===== src/rtl/fir_seq_pkg.sv =====
package fir_seq_pkg;
    localparam int TAPS     = 16;
    localparam int SAMPLE_W = 8;
    localparam int COEF_W   = 8;
    localparam int ACC_W    = 20;
    localparam int SCALE_SH = 7;
    localparam int ADDR_W   = $clog2(TAPS);

    typedef logic signed [SAMPLE_W-1:0] sample_t;
    typedef logic signed [COEF_W-1:0]   coef_t;
    typedef logic signed [ACC_W-1:0]    acc_t;
    typedef logic [ADDR_W-1:0]          addr_t;

    typedef struct packed {
        logic load_shift;
        logic init_addr;
        logic incr_addr;
        logic init_sum;
        logic load_sum;
        logic load_out;
    } strobe_t;

    // Coefficient k of the fixed table.
    function automatic coef_t coef_at(input int k);
        int v;
        v = ((23 * k + 5) % 200) - 100;
        return coef_t'(v);
    endfunction
endpackage


===== src/rtl/fir_sample_line.sv =====
module fir_sample_line #(
    parameter int TAPS     = fir_seq_pkg::TAPS,
    parameter int SAMPLE_W = fir_seq_pkg::SAMPLE_W,
    localparam int ADDR_W  = $clog2(TAPS)
) (
    input  logic                       clk,
    input  logic                       rst,
    input  logic                       push,
    input  logic signed [SAMPLE_W-1:0] din,
    input  logic [ADDR_W-1:0]          rd_addr,
    output logic signed [SAMPLE_W-1:0] rd_data
);
    logic signed [SAMPLE_W-1:0] hist [TAPS];

    always_ff @(posedge clk or posedge rst) begin
        if (rst)       hist[0] <= '0;
        else if (push) hist[0] <= din;
    end

    for (genvar g = 1; g < TAPS; g++) begin : g_stage
        always_ff @(posedge clk or posedge rst) begin
            if (rst)       hist[g] <= '0;
            else if (push) hist[g] <= hist[g-1];
        end
    end

    assign rd_data = hist[rd_addr];

    // entry 1 takes the previous head after a push
    p_shift_r2: assert property (@(posedge clk) disable iff (rst)
        push |=> hist[1] == $past(hist[0]));
    p_hold_r2: assert property (@(posedge clk) disable iff (rst)
        !push |=> $stable(hist[0]));
endmodule


===== src/rtl/fir_tap_counter.sv =====
module fir_tap_counter #(
    parameter int TAPS    = fir_seq_pkg::TAPS,
    localparam int ADDR_W = $clog2(TAPS)
) (
    input  logic              clk,
    input  logic              rst,
    input  logic              init,
    input  logic              incr,
    output logic [ADDR_W-1:0] addr,
    output logic              last
);
    localparam logic [ADDR_W-1:0] LAST_IDX = ADDR_W'(TAPS - 1);

    always_ff @(posedge clk or posedge rst) begin
        if (rst)       addr <= '0;
        else if (init) addr <= '0;
        else if (incr) addr <= (addr == LAST_IDX) ? '0 : addr + 1'b1;
    end

    assign last = (addr == LAST_IDX);

    // init wins and zeroes the address
    p_init_r3: assert property (@(posedge clk) disable iff (rst)
        init |=> addr == '0);
    // the address moves by one per increment
    p_incr_r5: assert property (@(posedge clk) disable iff (rst)
        (incr && !init && addr != LAST_IDX) |=> addr == $past(addr) + 1'b1);
endmodule


===== src/rtl/fir_mac.sv =====
module fir_mac #(
    parameter int TAPS     = fir_seq_pkg::TAPS,
    parameter int SAMPLE_W = fir_seq_pkg::SAMPLE_W,
    parameter int COEF_W   = fir_seq_pkg::COEF_W,
    parameter int ACC_W    = fir_seq_pkg::ACC_W,
    localparam int ADDR_W  = $clog2(TAPS),
    localparam int PROD_W  = SAMPLE_W + COEF_W
) (
    input  logic                       clk,
    input  logic                       rst,
    input  logic                       clear,
    input  logic                       accum,
    input  logic [ADDR_W-1:0]          addr,
    input  logic signed [SAMPLE_W-1:0] tap_sample,
    output logic signed [ACC_W-1:0]    acc
);
    logic signed [COEF_W-1:0] coef_tbl [TAPS];
    logic signed [COEF_W-1:0] coef_sel;
    logic signed [PROD_W-1:0] product;

    for (genvar g = 0; g < TAPS; g++) begin : g_coef
        assign coef_tbl[g] = COEF_W'(fir_seq_pkg::coef_at(g));
    end

    assign coef_sel = coef_tbl[addr];
    assign product  = tap_sample * coef_sel;

    always_ff @(posedge clk or posedge rst) begin
        if (rst)        acc <= '0;
        else if (clear) acc <= '0;
        else if (accum) acc <= acc + ACC_W'(product);
    end

    // clear wins over accumulate
    p_clear_r4: assert property (@(posedge clk) disable iff (rst)
        clear |=> acc == '0);
    p_idle_r4: assert property (@(posedge clk) disable iff (rst)
        (!clear && !accum) |=> $stable(acc));
endmodule


===== src/rtl/fir_out_stage.sv =====
module fir_out_stage #(
    parameter int ACC_W    = fir_seq_pkg::ACC_W,
    parameter int SAMPLE_W = fir_seq_pkg::SAMPLE_W,
    parameter int SCALE_SH = fir_seq_pkg::SCALE_SH
) (
    input  logic                       clk,
    input  logic                       rst,
    input  logic                       load,
    input  logic signed [ACC_W-1:0]    acc,
    output logic signed [SAMPLE_W-1:0] y
);
    localparam logic signed [ACC_W-1:0] MAX_V = ACC_W'((1 << (SAMPLE_W - 1)) - 1);
    localparam logic signed [ACC_W-1:0] MIN_V = -ACC_W'(1 << (SAMPLE_W - 1));

    logic signed [ACC_W-1:0]    scaled;
    logic signed [SAMPLE_W-1:0] clamped;

    assign scaled = acc >>> SCALE_SH;

    always_comb begin
        if (scaled > MAX_V)      clamped = MAX_V[SAMPLE_W-1:0];
        else if (scaled < MIN_V) clamped = MIN_V[SAMPLE_W-1:0];
        else                     clamped = scaled[SAMPLE_W-1:0];
    end

    always_ff @(posedge clk or posedge rst) begin
        if (rst)       y <= '0;
        else if (load) y <= clamped;
    end

    // no load, no change
    p_hold_r9: assert property (@(posedge clk) disable iff (rst)
        !load |=> $stable(y));
endmodule


===== src/rtl/fir_seq_datapath.sv =====
module fir_seq_datapath
    import fir_seq_pkg::*;
#(
    parameter int P_TAPS     = TAPS,
    parameter int P_SAMPLE_W = SAMPLE_W,
    parameter int P_COEF_W   = COEF_W,
    parameter int P_ACC_W    = ACC_W,
    parameter int P_SHIFT    = SCALE_SH,
    localparam int AW        = $clog2(P_TAPS)
) (
    input  logic                         clk,
    input  logic                         rst,
    input  logic signed [P_SAMPLE_W-1:0] x_in,
    input  logic                         load_shift,
    input  logic                         init_addr,
    input  logic                         incr_addr,
    input  logic                         init_sum,
    input  logic                         load_sum,
    input  logic                         load_out,
    output logic signed [P_SAMPLE_W-1:0] y_out,
    output logic                         done
);
    strobe_t                       stb;
    logic [AW-1:0]                 addr;
    logic signed [P_SAMPLE_W-1:0]  tap_sample;
    logic signed [P_ACC_W-1:0]     acc;

    assign stb = '{load_shift: load_shift, init_addr: init_addr,
                   incr_addr: incr_addr, init_sum: init_sum,
                   load_sum: load_sum, load_out: load_out};

    fir_sample_line #(.TAPS(P_TAPS), .SAMPLE_W(P_SAMPLE_W)) u_line (
        .clk(clk), .rst(rst), .push(stb.load_shift), .din(x_in),
        .rd_addr(addr), .rd_data(tap_sample));

    fir_tap_counter #(.TAPS(P_TAPS)) u_cnt (
        .clk(clk), .rst(rst), .init(stb.init_addr), .incr(stb.incr_addr),
        .addr(addr), .last(done));

    fir_mac #(.TAPS(P_TAPS), .SAMPLE_W(P_SAMPLE_W), .COEF_W(P_COEF_W),
              .ACC_W(P_ACC_W)) u_mac (
        .clk(clk), .rst(rst), .clear(stb.init_sum), .accum(stb.load_sum),
        .addr(addr), .tap_sample(tap_sample), .acc(acc));

    fir_out_stage #(.ACC_W(P_ACC_W), .SAMPLE_W(P_SAMPLE_W),
                    .SCALE_SH(P_SHIFT)) u_out (
        .clk(clk), .rst(rst), .load(stb.load_out), .acc(acc), .y(y_out));

    // done drops after a wrap or init
    p_done_r6: assert property (@(posedge clk) disable iff (rst)
        (done && (init_addr || incr_addr)) |=> !done);
endmodule


===== config.mk =====
export PLATFORM = sky130hd
export DESIGN_NAME = fir_seq_datapath
export DESIGN_NICKNAME = d
export VERILOG_FILES = /design/src/rtl/fir_seq_pkg.sv /design/src/rtl/fir_sample_line.sv /design/src/rtl/fir_tap_counter.sv /design/src/rtl/fir_mac.sv /design/src/rtl/fir_out_stage.sv /design/src/rtl/fir_seq_datapath.sv
export SDC_FILE = /design/constraint.sdc
export NUM_CORES = 1
export LEC_CHECK = 0
export BUFFER_PORTS_ARGS = -buffer_cell sky130_fd_sc_hd__buf_2
export CORE_MARGIN = 4
export CORE_UTILIZATION = 57
export DETAILED_ROUTE_END_ITERATION = 8
export GPL_TIMING_DRIVEN = 0
export HOLD_SLACK_MARGIN = 0.06
export PLACE_DENSITY = 0.74
export SETUP_SLACK_MARGIN = 0.5
export SYNTH_ARGS = -nofsm -noshare
export SYNTH_HDL_FRONTEND = slang
export SYNTH_HIERARCHICAL = 1
export SYNTH_SLANG_ARGS = --single-unit

===== constraint.sdc =====
create_clock -name clk -period 6.2 [get_ports clk]
set_input_delay 0.31 -clock clk [delete_from_list [all_inputs] [get_ports clk]]
set_output_delay 0.31 -clock clk [all_outputs]
set_load 0.05 [all_outputs]

==> results of run 1 <==
==> layout make-up <==
class / instances / area share [%]
Tap cell: 260 / 2.56
Timing Repair Buffer: 62 / 3.67
Buffer: 34 / 2.45
Sequential cell: 160 / 31.5
Multi-Input combinational cell: 581 / 52.2
Clock inverter: 13 / 1.17
Clock buffer: 18 / 3.37
Inverter: 103 / 3.13
==> cells by family after synthesis <==
logic type      count (synthesis)  share of synthesized area (%)
mux                           171                           21.2
flops                         160                           36.3
simple gates                  157                           7.34
fa+ha+maj                     141                           22.1
buf+inv                       137                           5.90
compound gates                 97                           6.04
xor+xnor                       15                           1.19
==> synthesized netlist by cell type, types with 3 or more instances <==
cell type and number:
xor2_1 4, fa_1 89, mux2i_1 10, o21a_1 3, inv_1 103, buf_2 13, dfrtp_1 160, mux4_2 16
clkdlybuf4s25_2 3, a221o_1 3, or3_1 4, and2_1 41, o311ai_1 7, buf_6 5, o21ai_0 13, nand2b_1 13
o22ai_1 7, nand4_1 3, a211oi_1 4, nand3_1 6, mux4_1 15, ha_1 52, a21oi_1 19, nor2_1 30
a22oi_1 16, a21o_1 7, nand2_1 43, xnor2_1 11, clkbuf_1 6, mux2_2 129
==> routing by layer <==
layer / vias to the layer above / GRT usage [%] / routed length [um]
met4: 0 / 6.29 / 339
met5: - / 0 / 0
met3: 29 / 4.04 / 759
li1: 3205 / - / -
met2: 121 / 37.0 / 11400
met1: 3607 / 29.0 / 9780
==> stage by stage <==
| stage | setup WS [ps] | cell area, um2 |
|---|---|---|
| 5_1_grt | -78.2 | 12700 |
| 6_report | 134 | 12700 |
| 3_3_place_gp | -218 | 11500 |
| 3_5_place_dp | -280 | 11600 |
| 2_1_floorplan | 346 | 11100 |
| 4_1_cts | 170 | 12600 |
==> state kept, by name, summed over array words and instances, names as in the netlist <==
register / count
u_line/hist: 128
u_cnt/addr: 4
u_mac/acc: 20
u_out/y: 8
==> how the worst min path moves through the flow <==
| stage | to | slack (ps) | cells past startpoint |
|---|---|---|---|
| after floorplan | u_cnt/addr[2]$_DFFE_PP0P_ | 80 | 1 |
| after global placement | u_cnt/addr[3]$_DFFE_PP0P_ | 280 | 2 |
| after detailed placement | u_cnt/addr[3]$_DFFE_PP0P_ | 310 | 2 |
| after CTS | u_cnt/addr[0]$_DFFE_PP0P_ | 60 | 2 |
| after global routing | u_cnt/addr[0]$_DFFE_PP0P_ | 80 | 2 |
| final | u_cnt/addr[0]$_DFFE_PP0P_ | 70 | 2 |
==> worst max-delay path: cells and delay by family, from the launching register on <==
family                     cells  cell delay [ps]
AOI/OAI and AO/OA              6             1430
adders and majority gates      6             2700
buffers and inverters          6              500
DFF                            1              410
muxes                          1              520
and+or+nand+nor                3              370
==> repair_timing <==
action                                  CTS  global route
endpoints found under the setup margin   13            11
endpoints found under the hold margin    40             0
gates resized for setup                  62            14
pin swaps                                25             8
cloned                                    1             0
hold buffers                              1             0
buffers inserted                         30             6
==> qor.yml, run 1 <==
status: "completed"
min-delay-start: "init_addr"
synth_edf_count: 0
chipHeight_um: 147
maxCapViolCount: 0
register_area_um2: 4010
synth_area_per_cell_um2: 12.6
cts_tree: "yes"
dp.cells: 1162
fin_tns_setup_ps: 0
root_buffer: "clkbuf_16"
maxSlewHeadroom_pct: 44.1
synth.net_count: 1035
critPathMaxFanout: 10
slew_violations: 0
synth_top_area_cell: "dfrtp_1"
start_util_pct: 58.4
port_buffers: 23
max_stage_delay_ps: 550
clk_latency_ps: 430
worst_slew_pin_slew_ps: 837
fin_nets: 1116
overflow: 0
timing.final.crit_share_pct: 97.8
routed_wirelength_um: 22300
design.core.area_um2: 18900
postSynthCellCount: 878
dr.pass1.iters: 4
track_usage_pct: 21.8
die_area_um2: 21600
die_x_um: 147
final.fill_count: 1345
critPathLaunchType: "flip-flop"
ys_warn_count: 6
final_cell_mix: "157 x dfrtp_1, 129 x mux2_2, 95 x inv_1, 86 x fa_1, 46 x ha_1"
period_needed_ps: 6070
antenna_found_initial: 0
seq_area_frac_synth_pct: 36.3
path_cells: "buf_12 > buf_12 > mux4_2 > a22oi_2 > nand2_4 > and2_4 > fa_1 > inv_2 > fa_1 > inv_1 > fa_1 > fa_1 > inv_1 > fa_1 > inv_2 > ha_4 > a211o_1 > a21o_1 > a211o_1 > a21oi_2 > nor4b_1 > a221o_1"
area_growth_pct: 15.5
critical_path.endpoint: "u_mac/acc[14]$_DFFE_PP0P_"
setup_violations: 0
max_freq_ghz: 0.165
required_ps: 6510
clock_sinks: 160
syn_area_um2: 11000
cpMaxStageDelayCell: "fa_1"
layout_commonest_cell: "dfrtp_1"
ant_nets: 0
ys_types: 61
numCtsBuffers: 17
critPathLaunch: "u_cnt/addr[0]$_DFFE_PP0P_"
rows: 50
cpMostUsedCell: "fa_1"
n_antenna_cell: 0
hold_class: "input port to flip-flop"
yosys.area.top_type_share_pct: 36.3
drt-initial-drc-count: 413
skew_ps: 13.6
r2r_cells: 22
vias: 6962
worstSetupEndpointType: "flip-flop"
worstReg2RegEnd: "u_mac/acc[14]$_DFFE_PP0P_"
h-tree-depth: 4
final-instance-count-excl-fill: 1231
grt_pass1_wl_um: 37900
r2r_slack_ps: 130
path_class: "flip-flop to flip-flop"
synth-main-ff-cell: "dfrtp_1"
post-route-util_pct: 67.4
rsz0062_at_grt: "true"
drc: 0
synth_area_leaders: "dfrtp_1 36%, fa_1 16%, mux2_2 13%"
grt_pass1_vias: 7568
ios: 25
grt_start_max_net_pins: 101
drive_gt1_share_pct: 35.4
async_flop_share_pct: 100
cts.clk_slew.worst_paths_ps: 70
ys_seq_elements: 160
multi_input_area_um2: 6640
clk_path_buf_depth: 2
final_hold_viol_count: 0
place.gp.congestion: 0.854
r2r_start: "u_cnt/addr[0]$_DFFE_PP0P_"
wl_per_cell_um: 18.1
avgViaCountPerCell: 5.66
detailed_place_hpwl_um: 15200
whs_ps: 72.0
crit_arrival_ps: 6370
Power of run 1 is left out: the tool's default activity adds up to more than one toggle a clock period on the data nets, which glitch-free logic cannot reach.
==> run 2, diff against run 1 <==
--- a/config.mk
+++ b/config.mk
@@ -6,12 +6,13 @@
 export NUM_CORES = 1
 export LEC_CHECK = 0
 export BUFFER_PORTS_ARGS = -buffer_cell sky130_fd_sc_hd__buf_2
-export CORE_MARGIN = 4
+export CELL_PAD_IN_SITES_DETAIL_PLACEMENT = 0
+export CELL_PAD_IN_SITES_GLOBAL_PLACEMENT = 1
 export CORE_UTILIZATION = 57
 export DETAILED_ROUTE_END_ITERATION = 8
 export GPL_TIMING_DRIVEN = 0
 export HOLD_SLACK_MARGIN = 0.06
-export PLACE_DENSITY = 0.74
+export PLACE_DENSITY = 0.84
 export SETUP_SLACK_MARGIN = 0.5
 export SYNTH_ARGS = -nofsm -noshare
 export SYNTH_HDL_FRONTEND = slang
==> constraint.sdc (replaced) <==
create_clock -name clk -period 7.2 [get_ports clk]
set_input_delay 0.36 -clock clk [delete_from_list [all_inputs] [get_ports clk]]
set_output_delay 0.36 -clock clk [all_outputs]
set_load 0.05 [all_outputs]
==> run 2 against run 1 <==
  * First-iteration DRC count increased by 4.6%
  * Setup slack improved by 590 ps
  * Sequential cell count unchanged
  * Final cell count decreased by 2.4%
  * Fmax decreased by 6.3%
  * Via count decreased by 1.1%
  * Cell area decreased by 3.5%
  * Clock-buffer cell count decreased by 1
  * Hold slack improved by 55 ps
  * Critical path type unchanged
  * Highest routed layer unchanged
==> qor.yml, run 2 (synthesized netlist as in run 1, its figures left out) <==
area_growth_pct: 11.4
h-tree-depth: 4
dr.pass1.iters: 4
routed_wirelength_um: 22500
vias: 6883
ios: 25
r2r_start: "u_cnt/addr[1]$_DFFE_PP0P_"
slew_violations: 0
port_buffers: 23
rsz0062_at_grt: "false"
chipHeight_um: 141
register_area_um2: 4010
antenna_found_initial: 0
overflow: 0
final_cell_mix: "157 x dfrtp_1, 129 x mux2_2, 101 x inv_1, 87 x fa_1, 52 x ha_1"
final_hold_viol_count: 0
design.core.area_um2: 18800
largest_reg_flops: 128
largest-register: "u_line/hist"
grt_pass1_wl_um: 38800
critPathMaxFanout: 10
clk_path_buf_depth: 2
root_buffer: "clkbuf_16"
final-instance-count-excl-fill: 1202
r2r_slack_ps: 730
ant_nets: 0
avgViaCountPerCell: 5.73
die_x_um: 141
clk_latency_ps: 430
status: "completed"
rows: 50
dp.cells: 1162
track_usage_pct: 25.4
setup_ws_ps: 729
timing.final.crit_share_pct: 89.9
cts_tree: "yes"
start_util_pct: 58.6
path_class: "flip-flop to flip-flop"
grt_pass1_vias: 7653
grt_start_max_net_pins: 108
fin_nets: 1087
detailed_place_hpwl_um: 16900
worst_slew_pin_slew_ps: 790
worstReg2RegEnd: "u_mac/acc[17]$_DFFE_PP0P_"
wl_per_cell_um: 18.7
period_needed_ps: 6470
largestRegisters: "u_line/hist (128), u_mac/acc (20), u_out/y (8)"
maxCapViolCount: 0
worstSetupEndpointType: "flip-flop"
critical_path.endpoint: "u_mac/acc[17]$_DFFE_PP0P_"
crit_arrival_ps: 6790
dp_slack_ps: -116
hold_class: "input port to flip-flop"
numCtsBuffers: 17
die_area_um2: 19900
max_freq_ghz: 0.155
multi_input_area_um2: 6450
r2r_cells: 22
setup_violations: 0
layout_commonest_cell: "dfrtp_1"
drive_gt1_share_pct: 28.2
critPathLaunch: "u_cnt/addr[1]$_DFFE_PP0P_"
critPathLaunchType: "flip-flop"
cts.clk_slew.worst_paths_ps: 70
place.gp.congestion: 0.808
clock_sinks: 160
drc: 0
post-route-util_pct: 65.3
maxSlewHeadroom_pct: 47.3
drt-initial-drc-count: 432
n_antenna_cell: 0
final.fill_count: 1408
required_ps: 7520
skew_ps: 5.94
## run 2: worst min-delay path by stage
| stage | from | endpoint | slack [ps] | cells after the start |
|---|---|---|---|---|
| floorplan | rst | u_cnt/addr[0]$_DFFE_PP0P_ | 130 | 1 |
| global placement | rst | u_cnt/addr[3]$_DFFE_PP0P_ | 320 | 2 |
| detailed placement | rst | u_cnt/addr[3]$_DFFE_PP0P_ | 360 | 2 |
| CTS | init_addr | u_cnt/addr[0]$_DFFE_PP0P_ | 110 | 2 |
| global route | init_addr | u_cnt/addr[0]$_DFFE_PP0P_ | 110 | 2 |
| finish | init_addr | u_cnt/addr[0]$_DFFE_PP0P_ | 130 | 2 |
## run 2: worst max-delay path: stages (launching register included)
cell      delay, ps
dfrtp_2         420
buf_6           170
buf_8           170
clkbuf_8        200
mux4_2          320
a22oi_1         230
nand2_2         120
or2_2           330
fa_1            510
fa_1            560
inv_1            60
fa_1            500
fa_1            540
inv_1            50
fa_1            490
inv_1            40
ha_1            330
o21ai_1         140
o21bai_2        120
o21a_1          250
or2_1           260
a31o_1          240
a221o_1         300
## run 2: cell type report
cell class,count,area share [%]
multi-input combinational,581,52.5
sequential,160,32.6
clock buffer,17,3.46
inverter,103,3.19
tap,260,2.65
buffer,34,2.18
timing repair buffer,33,1.83
clock inverter,14,1.58
## run 2: timing repair
action / 4_1_cts / 5_1_grt
setup endpoints to repair: 11 / 8
buffers inserted: 3 / 5
gates resized for setup: 11 / 24
hold buffers: 1 / 0
hold endpoints to repair: 33 / 0
pin swaps: 0 / 5
## run 2: through the flow
step                cell area [um2]  hold slack, ps  TNS [ps]
floorplan                     11000             126         0
global placement              11500             321         0
detailed placement            11500             357      -384
CTS                           12200             113         0
global route                  12300             109         0
finish                        12300             127         0
## run 2: metal layers
| metal | wire, um | GRT usage (%) |
|---|---|---|
| met1 | 9400 | 31.8 |
| met2 | 12100 | 45.3 |
| met5 | 0 | 0 |
| met4 | 407 | 8.18 |
| met3 | 593 | 4.08 |
Power of run 2 is left out for the same reason.
==> run 3, diff against run 2 <==
--- a/config.mk
+++ b/config.mk
@@ -5,15 +5,17 @@
 export SDC_FILE = /design/constraint.sdc
 export NUM_CORES = 1
 export LEC_CHECK = 0
-export BUFFER_PORTS_ARGS = -buffer_cell sky130_fd_sc_hd__buf_2
+export BUFFER_PORTS_ARGS = -buffer_cell sky130_fd_sc_hd__buf_4
 export CELL_PAD_IN_SITES_DETAIL_PLACEMENT = 0
 export CELL_PAD_IN_SITES_GLOBAL_PLACEMENT = 1
 export CORE_UTILIZATION = 57
 export DETAILED_ROUTE_END_ITERATION = 8
 export GPL_TIMING_DRIVEN = 0
 export HOLD_SLACK_MARGIN = 0.06
+export MAX_ROUTING_LAYER = met4
 export PLACE_DENSITY = 0.84
 export SETUP_SLACK_MARGIN = 0.5
+export SLEW_MARGIN = 5
 export SYNTH_ARGS = -nofsm -noshare
 export SYNTH_HDL_FRONTEND = slang
 export SYNTH_HIERARCHICAL = 1
==> run 3 against run 2 <==
  * Final cell count about the same
  * First-iteration DRC count is 15% lower
  * Sequential cell count is the same
  * Via count shrank 0.20%
  * Largest cell class unchanged
  * Wire length up 0.12%
  * Fmax about the same
==> qor.yml, run 3 (synthesized netlist as in run 1, its figures left out) <==
worst_hold_path.num_cells: 2
largest_reg_flops: 128
maxSlewHeadroom_pct: 44.4
dr.pass1.iters: 4
max_freq_ghz: 0.154
worstReg2RegEnd: "u_mac/acc[17]$_DFFE_PP0P_"
slew_violations: 0
final-instance-count-excl-fill: 1203
critPathMaxFanout: 10
drt-initial-drc-count: 369
maxCapViolCount: 0
worst_slew_pin_slew_ps: 834
final_cell_mix: "158 x dfrtp_1, 129 x mux2_2, 101 x inv_1, 87 x fa_1, 52 x ha_1"
area_growth_pct: 11.9
drc: 0
register_area_um2: 4010
place.gp.congestion: 0.819
largestRegisters: "u_line/hist (128), u_mac/acc (20), u_out/y (8)"
grt_start_max_net_pins: 106
critPathLaunch: "u_cnt/addr[0]$_DFFE_PP0P_"
final.fill_count: 1416
port_buffers: 23
clock_sinks: 160
clk_path_buf_depth: 2
hold_class: "input port to flip-flop"
final_hold_viol_count: 0
period_needed_ps: 6470
status: "completed"
r2r_cells: 22
crit_arrival_ps: 6780
largest-register: "u_line/hist"
ant_nets: 0
dp.cells: 1162
die_area_um2: 19900
critPathLaunchType: "flip-flop"
overflow: 0
path_class: "flip-flop to flip-flop"
grt_pass1_wl_um: 38600
detailed_place_hpwl_um: 16900
setup_violations: 0
fin_nets: 1087
rows: 50
n_antenna_cell: 0
layout_commonest_cell: "dfrtp_1"
skew_ps: 12.1
drive_gt1_share_pct: 28.3
setup_ws_ps: 726
min-delay-start: "init_addr"
required_ps: 7510
vias: 6869
r2r_slack_ps: 730
dp_slack_ps: -87.7
worstSetupEndpointType: "flip-flop"
avgViaCountPerCell: 5.71
min_to: "u_cnt/addr[0]$_DFFE_PP0P_"
antenna_found_initial: 0
design.core.area_um2: 18800
cts.clk_slew.worst_paths_ps: 70
track_usage_pct: 26.0
multi_input_area_um2: 6460
die_x_um: 141
timing.final.crit_share_pct: 89.9
rsz0062_at_grt: "false"
r2r_start: "u_cnt/addr[0]$_DFFE_PP0P_"
numCtsBuffers: 17
start_util_pct: 58.6
cts_tree: "yes"
routed_wirelength_um: 22500
root_buffer: "clkbuf_16"
ios: 25
chipHeight_um: 141
grt_pass1_vias: 7707
wl_per_cell_um: 18.7
clk_latency_ps: 430
h-tree-depth: 4
## run 3: changes by cell type in the layout (fill, tap and decap cells not counted), moves of 2 or more
cell       before  now
inv_6           5    3
clkinv_8        3    5
bufinv_16       2    0
clkinv_4        1    4
buf_4           8   31
buf_2          36   13
## run 3: how the worst max path moves through the flow
stage                           endpoint  cells past startpoint
3_5_place_dp   u_mac/acc[18]$_DFFE_PP0P_                     23
2_1_floorplan  u_mac/acc[14]$_DFFE_PP0P_                     23
5_1_grt        u_mac/acc[19]$_DFFE_PP0P_                     24
4_1_cts        u_mac/acc[14]$_DFFE_PP0P_                     21
6_report       u_mac/acc[17]$_DFFE_PP0P_                     22
3_3_place_gp   u_mac/acc[18]$_DFFE_PP0P_                     23
## run 3: area by class of cell
type,instances,area share (%)
clock buffers,18,3.56
plain buffers,34,2.17
clock inverters,14,1.36
inverters,103,3.18
multi-input cells,581,52.4
well taps,260,2.64
repair buffers,33,2.19
flip-flops and latches,160,32.5
## run 3: layer usage
layer / part of all wire [%] / track usage [%] / up-vias
met5: 0 / - / -
met4: 1.4 / 7.55 / 0
met2: 54 / 45.8 / 96
met1: 43 / 30.9 / 3609
met3: 2.1 / 4.14 / 27
li1: - / - / 3137
## run 3: critical path, stage by stage, from the launching register on
cell	delay, ps
dfrtp_2	400
buf_6	170
buf_12	160
mux4_1	560
a22oi_1	250
nand2_2	210
and2_1	210
fa_1	540
inv_1	50
fa_1	470
inv_1	50
fa_1	500
fa_1	540
inv_1	50
fa_1	490
inv_1	40
ha_1	330
o21ai_0	150
o21bai_2	130
o21a_1	260
or2_1	260
a31o_1	220
a221o_1	280
## run 3: what timing repair did
item	CTS	global route
endpoints found under the hold margin	35	0
hold buffers	1	0
setup endpoints to repair	11	8
gates resized for setup	11	24
cloned	0	0
pin swaps	0	4
setup buffers	0	8
## run 3: per-stage QoR
step / hold slack [ps] / setup TNS (ps) / area, um2 / utilization, %
4_1_cts: 74.6 / 0 / 12200 / 64.8
5_1_grt: 80.0 / 0 / 12300 / 65.5
3_5_place_dp: 323 / -161 / 11600 / 61.4
3_3_place_gp: 301 / 0 / 11500 / 61.2
2_1_floorplan: 126 / 0 / 11000 / -
6_report: 91.4 / 0 / 12300 / 65.5
Power of run 3 is left out for the same reason.
